[config.mk]
export PLATFORM = sky130hd
export DESIGN_NAME = edge_event_port
export DESIGN_NICKNAME = d
export VERILOG_FILES = /design/src/rtl/edge_event_port.sv
export SDC_FILE = /design/constraint.sdc
export NUM_CORES = 1
export LEC_CHECK = 0
export ABC_CLOCK_PERIOD_IN_PS = 1700
export BUFFER_PORTS_ARGS = -buffer_cell sky130_fd_sc_hd__buf_2
export CAP_MARGIN = 20
export CORE_MARGIN = 5
export CORE_UTILIZATION = 48
export DETAILED_ROUTE_END_ITERATION = 10
export PLACE_DENSITY = 0.85
export SLEW_MARGIN = 25
export SYNTH_ARGS = -nofsm -noshare
export SYNTH_HDL_FRONTEND = slang
export SYNTH_SLANG_ARGS = --single-unit
[constraint.sdc]
create_clock -name clk -period 1.7 [get_ports clk]
set_clock_uncertainty 0.05 [all_clocks]
set_input_delay 0 -clock clk [delete_from_list [all_inputs] [get_ports clk]]
set_output_delay 0 -clock clk [all_outputs]
set_load 0.01 [all_outputs]
[src/rtl/edge_event_port.sv]
module edge_event_port #(
  parameter int PINS    = 8,
  parameter int DATA_W  = 32,
  parameter int ADDR_W  = 8,
  parameter logic [ADDR_W-1:0] OFS_EVT = 8'h14,
  parameter logic [ADDR_W-1:0] OFS_EN  = 8'h18,
  parameter logic [ADDR_W-1:0] OFS_FRC = 8'h1C,
  parameter logic [ADDR_W-1:0] OFS_POL = 8'h20
) (
  input  logic              clk,
  input  logic              rst_n,
  input  logic              wr_en,
  input  logic [ADDR_W-1:0] wr_addr,
  input  logic [DATA_W-1:0] wr_data,
  input  logic [ADDR_W-1:0] rd_addr,
  output logic [DATA_W-1:0] rd_data,
  input  logic [PINS-1:0]   pin_in,
  output logic              irq
);
  localparam int PAD_W = DATA_W - PINS;

  logic [PINS-1:0] evt_q, en_q, frc_q, pol_q, prev_q;
  logic [PINS-1:0] wdat, rise, fall, seen, ack;

  assign wdat = wr_data[PINS-1:0];
  assign rise = pin_in & ~prev_q;
  assign fall = ~pin_in & prev_q;
  assign seen = ((pol_q & rise) | (~pol_q & fall)) & en_q;
  assign ack  = (wr_en && wr_addr == OFS_EVT) ? wdat : '0;
  assign irq  = |(evt_q & en_q);

  always_ff @(posedge clk) begin
    if (!rst_n) begin
      evt_q  <= '0;
      en_q   <= '0;
      frc_q  <= '0;
      pol_q  <= '0;
      prev_q <= '0;
    end else begin
      prev_q <= pin_in;
      evt_q  <= (evt_q & ~ack) | seen | frc_q;
      if (wr_en && wr_addr == OFS_EN)  en_q  <= wdat;
      if (wr_en && wr_addr == OFS_FRC) frc_q <= wdat;
      if (wr_en && wr_addr == OFS_POL) pol_q <= wdat;
    end
  end

  always_comb begin
    rd_data = '0;
    case (rd_addr)
      OFS_EVT: rd_data = {{PAD_W{1'b0}}, evt_q};
      OFS_EN:  rd_data = {{PAD_W{1'b0}}, en_q};
      OFS_FRC: rd_data = {{PAD_W{1'b0}}, frc_q};
      OFS_POL: rd_data = {{PAD_W{1'b0}}, pol_q};
      default: rd_data = '0;
    endcase
  end
endmodule


# [Word-level counts from Yosys, hierarchy flattened]
# Cells that the tools add are included.
[word_totals] inputBits=59 elab_cells=34 ff_bits=40 output_inout_bits=33
[classes] n_reduce_logical=5 bitwise_logic=14 n_eq_ne=8 muxes=2
[ops] operator="$and A8 B8 Y8" n=7
[ops] operator="$eq A8 B5 Y1 const B" n=6
[ops] operator="$not A8 Y8" n=4
[ops] operator="$pmux W8 S4" n=1
[ops] operator="$or A8 B8 Y8" n=3
[ops] operator="$eq A8 B6 Y1 const B" n=2
[ops] operator="$mux W8" n=1
[ops] operator="$reduce_or A8 Y1" n=1
[ops] operator="$logic_and A1 B1 Y1" n=4

# [Logic depth before layout (Yosys ltp)]
# Gate-level depths: netlist of run 1.
[depth] depth_word=7 depth_mapped=4 depth_no_buf=3

# [Worst setup path before layout of run 1]
# OpenSTA, ideal clock, no wires.
[synth_path] path_kind="input -> output" startpoint="in rd_addr[1]" endpoint="out rd_data[0]" path_buffers=1 path_slack_ns=0.382 t_required_ns=1.650 path_stages=4 arrival_time_ns=1.268 cell_sequence="or4_4 -> buf_6 -> nor4_4 -> a221o_1"
[synth_between] elab_chain_len=2
[synth_rtl] element="from (decl)" line="15" source="input logic [ADDR_W-1:0] rd_addr,"
[synth_rtl] element="$eq A8 B6 Y1 / $eq A8 B5 Y1 (equally long branches)" line="50" source="case (rd_addr)"
[synth_rtl] element="$pmux W8 S4 *" line="50"
[synth_rtl] element="to (decl)" line="16" source="output logic [DATA_W-1:0] rd_data,"
# Mark *: on every way between the ends. The rest lies on a longest branch, timed or not.

# [Final worst setup path of run 1]
[layout_path] startpoint="in rd_addr[1]" endpoint="out rd_data[1]"
# Same word-level chain as after synthesis.

==> results of run 1 <==
## cell usage after synthesis (3+ instances only)
master	number
o31a_1	8
nand4bb_1	8
buf_4	24
a41oi_1	8
nand2_1	41
a221o_1	8
mux2i_1	24
and2_1	8
nand4b_1	8
clkbuf_1	8
nand3b_1	16
inv_1	8
nand4_1	3
a22oi_1	4
dfxtp_1	40
a211oi_1	8
## stage by stage
step	hold WS (ns)	total power [mW]	std cells	utilization, %
final	0.1055	1.909	359	59.19
after global routing	0.1104	1.989	359	59.19
after CTS	0.09081	1.927	359	59.19
after detailed placement	0.1831	1.146	335	53.41
after global placement	0.1782	1.141	335	53.41
after floorplan	0.07171	1.111	264	-
## how the worst max path moves through the flow
stage / slack [ns] / cells after the start / to
after floorplan: 0.38 / 4 / rd_data[0]
after global placement: 0.15 / 5 / rd_data[3]
after detailed placement: 0.11 / 5 / rd_data[1]
after CTS: 0.11 / 5 / rd_data[1]
after global routing: 0.06 / 5 / rd_data[6]
final: 0.09 / 5 / rd_data[1]
## metal layers
layer / vias to the layer above / track usage (%) / wire, um
met5: - / 0 / 0
met4: 0 / 7.692 / 69
met3: 6 / 3.899 / 348
met2: 68 / 30.65 / 2671
met1: 947 / 22.75 / 2379
li1: 970 / - / -
## timing repair
| item | in CTS | in global routing |
|---|---|---|
| hold buffers | 16 | 0 |
| hold endpoints to repair | 32 | 0 |
| buffers inserted | 0 | 0 |
## layout by cell type (no fill, tap or decap), drive strengths merged, types with 6 or more instances in the layout
| master | n |
|---|---|
| conb | 24 |
| clkbuf | 6 |
| nand4bb | 8 |
| nand4b | 8 |
| a221o | 8 |
| and2 | 8 |
| a41oi | 8 |
| dlygate4sd3 | 16 |
| nand3b | 16 |
| o31a | 8 |
| a211oi | 8 |
| dfxtp | 40 |
| nand2 | 41 |
| mux2i | 24 |
| buf | 52 |
| inv | 8 |
## registers in the layout, summed over array words and instances (netlist names)
signal	cells
prev_q	8
evt_q	8
en_q	8
pol_q	8
frc_q	8
## cells by family (layout without fill, tap and decap cells)
kind of cell    count (synthesis)  count (layout)  share of synthesized area, %
mux                            24              24                         10.65
buf+inv                        43              84                         11.60
compound gates                 36              36                         13.76
other cells                     1              24                        0.1663
flops                          40              40                         35.52
simple gates                   97              97                         28.30
## area by class of cell
class | count | area (um^2)
clock buffer | 6 | 72.57
clock inverter | 2 | 35.03
fill | 406 | 1889
inverter | 8 | 30.03
multi-input combinational | 181 | 1279
sequential | 40 | 800.8
tap | 54 | 67.56
timing repair buffer | 68 | 455.4
## power by group
part           leakage [nW]  internal, mW  switching, mW  total [mW]
Clock                0.0552         0.435          0.318       0.753
Sequential            0.324         0.947        0.00513       0.953
Combinational         0.872        0.0909          0.112       0.203
==> metrics, run 1 <==
Final period util 94.53%; RSZ-0062 raised after global routing no; Clk pin slew, worst setup/hold paths 0.08 ns; Die Width 78.54 um; Post-Place Cell Area 0.002472 mm^2; worst hold path type primary input to flip-flop; Worst VDD drop 0.4106 mV; Synth Cell Area 0.002255 mm^2; Final ANT Viol Nets 0; Post-synth EDFFs 0; library cells used by synthesis 29; global-route wire length before repair 8.990 mm; sequential share of the synthesized area 35.52%; grt ovf 0; fin nets 363; largest incremental delay on the critical path 0.61 ns; Worst EP required 1.65 ns; clk root buf clkbuf_8; top-level port count 92; largest net degree at the start of global routing 26; crit path kind primary input to primary output; CP max stage cell or4_4; CTS tree built; Maximum Capacitance Violations 0; Initial Utilization 48.70%; Peak Freq 622.2 MHz; leading area contributor after synthesis dfxtp_1; Startpoint Class primary input; Overall Global Routing Usage 18.35%; r2r worst-path depth 3; final hold vios 0; PD cells 696.6 mW/mm^2; CP top delay family simple AND/OR/NAND/NOR gates; R2R Path Start pol_q[5]; post-route setup slack 0.09291 ns; via/cell ratio 5.546; Setup WS pre-CTS 0.1150 ns; DRT Pass-1 Iters 4; mean area per synthesized cell 9.355 um^2; TNS Setup 0 ns; WHS Endpoint evt_q[4]; PostCTS Resize Cnt 0; design area 0.002740 mm^2; top-area cell type share of the netlist area 35.52%; Yosys warning total 0; H-Tree Level Count 2; crit path capture type primary output; CP startpoint rd_addr[1]; CP most frequent cell buf_2; clock latency on the worst-skew pair 0.29 ns; clk buf depth 2; core box area 0.004629 mm^2; Arr. time, crit path 1.56 ns; Synth area leaders dfxtp_1 36%, mux2i_1 11%, buf_4 8.0%, nand2_1 6.8%, nand3b_1 5.3%; share of cells above drive strength 1 20.98%; detailed-route wire length per cell 15.23 um; Cells after Synth 241; worst path bufs/invs 2; Slew Viols, Final 0; post-detail-place hpwl 3.888 mm; status completed; crit-path cells buf_2, or4_4, nor3_4, a221o_1, buf_2; reg-to-reg setup timing slack 0.66 ns; Post-Route WL 5.469 mm; min Tclk post-route 1.607 ns; # diodes 0; Top FF cell, synth dfxtp_1; Clock Sink Count 40; Leakage 1.251 nW; Initial DRC Count 108; ys async rst share 0%; min-delay src rst_n; IO buf count 43; Hold Path Depth 2; antenna violations before repair 0; DIE AREA 0.006168 mm^2; vias in the first global route 1921; DRC Markers 0; Worst Path Max Fanout 8; Finish-stage setup viols 0; Seq cells post-synth 40; gpl congestion 0.8216; Synth-to-Final Area Change 21.53%; cts bufs inserted 5; R2R Path End evt_q[5]; # rows 25; Die Span Y 78.54 um; routed via count 1991
Note: power is estimated with default switching activity, not from simulation.
==> run 2: changes to the inputs <==
--- a/config.mk
+++ b/config.mk
@@ -12,6 +12,7 @@
 export CORE_UTILIZATION = 48
 export DETAILED_ROUTE_END_ITERATION = 10
 export PLACE_DENSITY = 0.85
+export SETUP_SLACK_MARGIN = 0.15
 export SLEW_MARGIN = 25
 export SYNTH_ARGS = -nofsm -noshare
 export SYNTH_HDL_FRONTEND = slang
==> run 2 against run 1 <==
- register-to-register slack is essentially flat
- wire length grew 0.55%
- power is essentially flat
- critical path depth shrank 1
- combinational power is essentially flat
- sequential share of layout area shrank 0.30 points
- via count grew 1.1%
- clock power is essentially flat
- hold slack lost 0.0047 ns
- die area is the same
- flip-flop and latch count is the same
- global-route usage is essentially flat
- critical path type is now flip-flop to primary output
- largest power group unchanged
==> metrics, run 2 (synthesis gave the netlist of run 1 again) <==
status completed; Setup WS pre-CTS 0.1150 ns; detailed-route wire length per cell 15.23 um; Overall Global Routing Usage 18.38%; DRC Markers 0; R2R Path Start pol_q[5]; # diodes 0; final hold vios 0; grt ovf 0; Maximum Capacitance Violations 0; RSZ-0062 raised after global routing no; # rows 25; cts bufs inserted 5; fin nets 365; Final period util 87.62%; TNS Setup 0 ns; CTS tree built; Worst Path Max Fanout 5; Peak Freq 671.4 MHz; Initial DRC Count 131; post-detail-place hpwl 3.888 mm; Initial Utilization 48.70%; Final ANT Viol Nets 0; commonest non-fill, non-tap cells in the layout 43 x buf_2, 41 x nand2_1, 40 x dfxtp_1; routed via count 2013; top-level port count 92; post-route setup slack 0.2105 ns; clock latency on the worst-skew pair 0.29 ns; crit path kind flip-flop to primary output; share of cells above drive strength 1 22.15%; worst hold path type primary input to flip-flop; Leakage 1.263 nW; crit path capture type primary output; largest net degree at the start of global routing 26; DIE AREA 0.006168 mm^2; Clock Sink Count 40; Post-Route WL 5.499 mm; crit-path cells nand3b_1, a211oi_1, a221o_1, buf_2; Die Width 78.54 um; r2r worst-path depth 3; clk buf depth 2; H-Tree Level Count 2; antenna violations before repair 0; min-delay src rst_n; IO buf count 43; largest incremental delay on the critical path 0.42 ns; DRT Pass-1 Iters 4; Synth-to-Final Area Change 22.81%; Startpoint Class flip-flop; global-route wire length before repair 9.004 mm; fill cell count 400; R2R Path End evt_q[5]; core box area 0.004629 mm^2; vias in the first global route 1921; PD cells 689.2 mW/mm^2; gpl congestion 0.8216; via/cell ratio 5.576; Worst VDD drop 0.4135 mV; Worst EP required 1.65 ns; WHS Endpoint evt_q[4]; Clk pin slew, worst setup/hold paths 0.07 ns; Slew Viols, Final 0; Arr. time, crit path 1.44 ns; Hold Path Depth 2; min Tclk post-route 1.490 ns; clk root buf clkbuf_8; Die Span Y 78.54 um; Finish-stage setup viols 0; reg-to-reg setup timing slack 0.66 ns; commonest non-fill, non-tap cell in the layout buf_2; CP max stage cell dfxtp_1
## run 2: repair_timing
| action | 4_1_cts | 5_1_grt |
|---|---|---|
| hold buffers | 16 | 0 |
| hold endpoints to repair | 32 | 0 |
| setup buffers | 0 | 2 |
| pin swaps | 1 | 3 |
| gates resized for setup | 0 | 3 |
| setup endpoints to repair | 8 | 5 |
## run 2: worst max path at each step
stage | from | to | slack [ns] | cells after the start
CTS | rd_addr[1] | rd_data[2] | 0.17 | 6
global placement | rd_addr[1] | rd_data[3] | 0.15 | 5
global route | en_q[1] | rd_data[1] | 0.16 | 4
detailed placement | rd_addr[1] | rd_data[1] | 0.11 | 5
floorplan | rd_addr[1] | rd_data[0] | 0.38 | 4
finish | en_q[1] | rd_data[1] | 0.21 | 4
## run 2: through the flow
stage / power, mW / cell area [um^2] / util [%] / instances / hold slack [ns]
floorplan: 1.111 / 2341 / - / 264 / 0.07171
global placement: 1.141 / 2472 / 53.41 / 335 / 0.1782
detailed placement: 1.146 / 2472 / 53.41 / 335 / 0.1831
CTS: 1.927 / 2740 / 59.19 / 359 / 0.09081
global route: 1.991 / 2769 / 59.81 / 361 / 0.1104
finish: 1.908 / 2769 / 59.81 / 361 / 0.1008
## run 2: cell type report
class	count	area [um^2]	share of cell area, %
Clock buffer	6	72.57	2.621
Clock inverter	2	35.03	1.265
Inverter	8	30.03	1.084
Multi-Input combinational cell	181	1289	46.54
Sequential cell	40	800.8	28.92
Tap cell	54	67.56	2.440
Timing Repair Buffer	70	474.2	17.13
## run 2: worst max-delay path, delay by kind of cell, from the launching register on
kind                   cells  cell delay (ns)
AO/OA/AOI/OAI              2             0.50
AND/OR/NAND/NOR            1             0.09
buffers and inverters      1             0.14
flip-flops                 1             0.42
## run 2: metal layers
layer / wire length (um) / GRT usage (%) / vias up
li1: - / - / 969
met1: 2321 / 22.82 / 963
met2: 2705 / 30.65 / 74
met3: 396 / 3.899 / 7
met4: 76 / 7.692 / 0
met5: 0 / 0 / -
## run 2: power by group
group | total (mW) | switching (mW) | internal (mW) | leakage [nW]
Combinational | 0.204 | 0.113 | 0.0911 | 0.884
Clock | 0.751 | 0.316 | 0.435 | 0.0552
Sequential | 0.953 | 0.00524 | 0.948 | 0.324
==> run 3: changes to the inputs <==
--- a/config.mk
+++ b/config.mk
@@ -8,11 +8,14 @@
 export ABC_CLOCK_PERIOD_IN_PS = 1700
 export BUFFER_PORTS_ARGS = -buffer_cell sky130_fd_sc_hd__buf_2
 export CAP_MARGIN = 20
+export CELL_PAD_IN_SITES_DETAIL_PLACEMENT = 1
+export CELL_PAD_IN_SITES_GLOBAL_PLACEMENT = 1
 export CORE_MARGIN = 5
-export CORE_UTILIZATION = 48
+export CORE_UTILIZATION = 35
 export DETAILED_ROUTE_END_ITERATION = 10
 export PLACE_DENSITY = 0.85
 export SETUP_SLACK_MARGIN = 0.15
+export SKIP_CTS_REPAIR_TIMING = 1
 export SLEW_MARGIN = 25
 export SYNTH_ARGS = -nofsm -noshare
 export SYNTH_HDL_FRONTEND = slang
==> run 3 against run 2 <==
- the flow now finishes with violations (negative hold slack)
- clock-buffer cell count grew 1
- maximum frequency fell by 1.7%
- global-route usage shrank 3.8 points
- via count shrank 0.45%
- critical path type is now primary input to primary output
- largest cell class unchanged
- highest routed layer unchanged
==> metrics, run 3 (synthesis gave the netlist of run 1 again) <==
largest incremental delay on the critical path 0.61 ns; commonest non-fill, non-tap cells in the layout 43 x buf_2, 41 x nand2_1, 38 x dfxtp_1; Final ANT Viol Nets 0; Peak Freq 659.7 MHz; metal3 WL 298 um; top-level port count 92; TNS Setup 0 ns; via/cell ratio 5.288; Startpoint Class primary input; Clock Sink Count 40; Finish-stage setup viols 0; DRC Markers 0; CP top delay family simple AND/OR/NAND/NOR gates; Pwr Total 1.838 mW; Overall Global Routing Usage 14.62%; vias in the first global route 1984; cts bufs inserted 5; routed via count 2004; CP max stage cell or4_4; Synth-to-Final Area Change 21.64%; clk root buf clkbuf_8; CP most frequent cell buf_2; Arr. time, crit path 1.47 ns; detailed-route wire length per cell 16.40 um; crit path kind primary input to primary output; # diodes 0; violated checks negative hold slack; fill cell count 769; Die Span Y 90.26 um; Leakage 1.244 nW; grt ovf 0; crit-path cells buf_2, or4_4, buf_4, a211oi_1, a221o_1, buf_2; Clk pin slew, worst setup/hold paths 0.07 ns; Worst VDD drop 0.4170 mV; commonest non-fill, non-tap cell in the layout buf_2; PD cells 670.0 mW/mm^2; Die Width 90.26 um; share of cells above drive strength 1 23.51%; Initial DRC Count 83; Worst EP required 1.65 ns; DIE AREA 0.008147 mm^2; antenna violations before repair 0; H-Tree Level Count 2; RSZ-0062 raised after global routing yes; largest net degree at the start of global routing 49; WL met2 3.183 mm; clock latency on the worst-skew pair 0.29 ns; post-detail-place hpwl 4.594 mm; DR top layer met4; met1 wire length 2.689 mm; worst path bufs/invs 3; worst hold path type primary input to flip-flop; DRT Pass-1 Iters 4; global-route wire length before repair 9.825 mm; hold_ws -0.01083 ns; IO buf count 43; crit path capture type primary output; status complete, but fails checks; Worst Path Max Fanout 6; Slew Viols, Final 0; Post-Route WL 6.214 mm; Final period util 89.16%; Initial Utilization 35.71%; fin nets 361; min Tclk post-route 1.516 ns; gpl congestion 0.7799; core box area 0.006314 mm^2; # rows 29; final hold vios 8; Maximum Capacitance Violations 0; clk buf depth 2; CTS tree built
run 3: cell count changes in the layout (fill, tap and decap cells not counted), sizes merged:
| cell | change |
|---|---|
| bufinv | -1 |
| clkbuf | +1 |
| clkinv | -1 |
| dlygate4sd3 | -5 |
| buf | +1 |
run 3: routing by layer:
| layer | vias to the layer above | global-route usage (%) |
|---|---|---|
| met1 | 984 | 17.64 |
| met5 | - | 0 |
| li1 | 965 | - |
| met4 | 0 | 3.722 |
| met3 | 5 | 3.667 |
| met2 | 50 | 25.79 |
run 3: final cells by class:
cell class / instances / area (um^2) / area share [%]
clock buffer: 7 / 96.34 / 3.513
inverter: 8 / 30.03 / 1.095
multi-input combinational: 181 / 1289 / 46.99
sequential: 40 / 803.3 / 29.29
tap: 77 / 96.34 / 3.513
timing repair buffer: 66 / 427.9 / 15.60
run 3: worst paths after layout:
path	startpoint	to	slack, ns	depth (start not counted)
worst min-delay path	wr_data[7]	frc_q[7]	-0.01	3
worst max-delay path	rd_addr[1]	rd_data[3]	0.18	6
worst min register to register	frc_q[6]	frc_q[6]	0.44	2
worst max register to register	pol_q[0]	evt_q[0]	0.67	3
run 3: power breakdown:
part	internal [mW]	switching, mW	total [mW]
Combinational	0.0840	0.115	0.199
Clock	0.362	0.324	0.686
Sequential	0.947	0.00518	0.952
Total	1.39	0.445	1.84
run 3: worst min-delay path: cells and delay by family:
kind	cells	cell delay, ns
simple gates	1	0.10
mux	1	0.07
buf+inv	1	0.11
run 3: through the flow:
stage               area, um^2  utilization (%)  cells  setup WS [ns]  hold slack (ns)
finish                    2743            43.44    379         0.1842         -0.01083
global route              2743            43.44    379         0.1287         0.005171
CTS                       2620            41.50    368         0.1741          -0.1196
detailed placement        2524            39.97    361         0.1901           0.1851
global placement          2524            39.97    361         0.1912           0.1794
floorplan                 2341                -    264         0.3818          0.07171
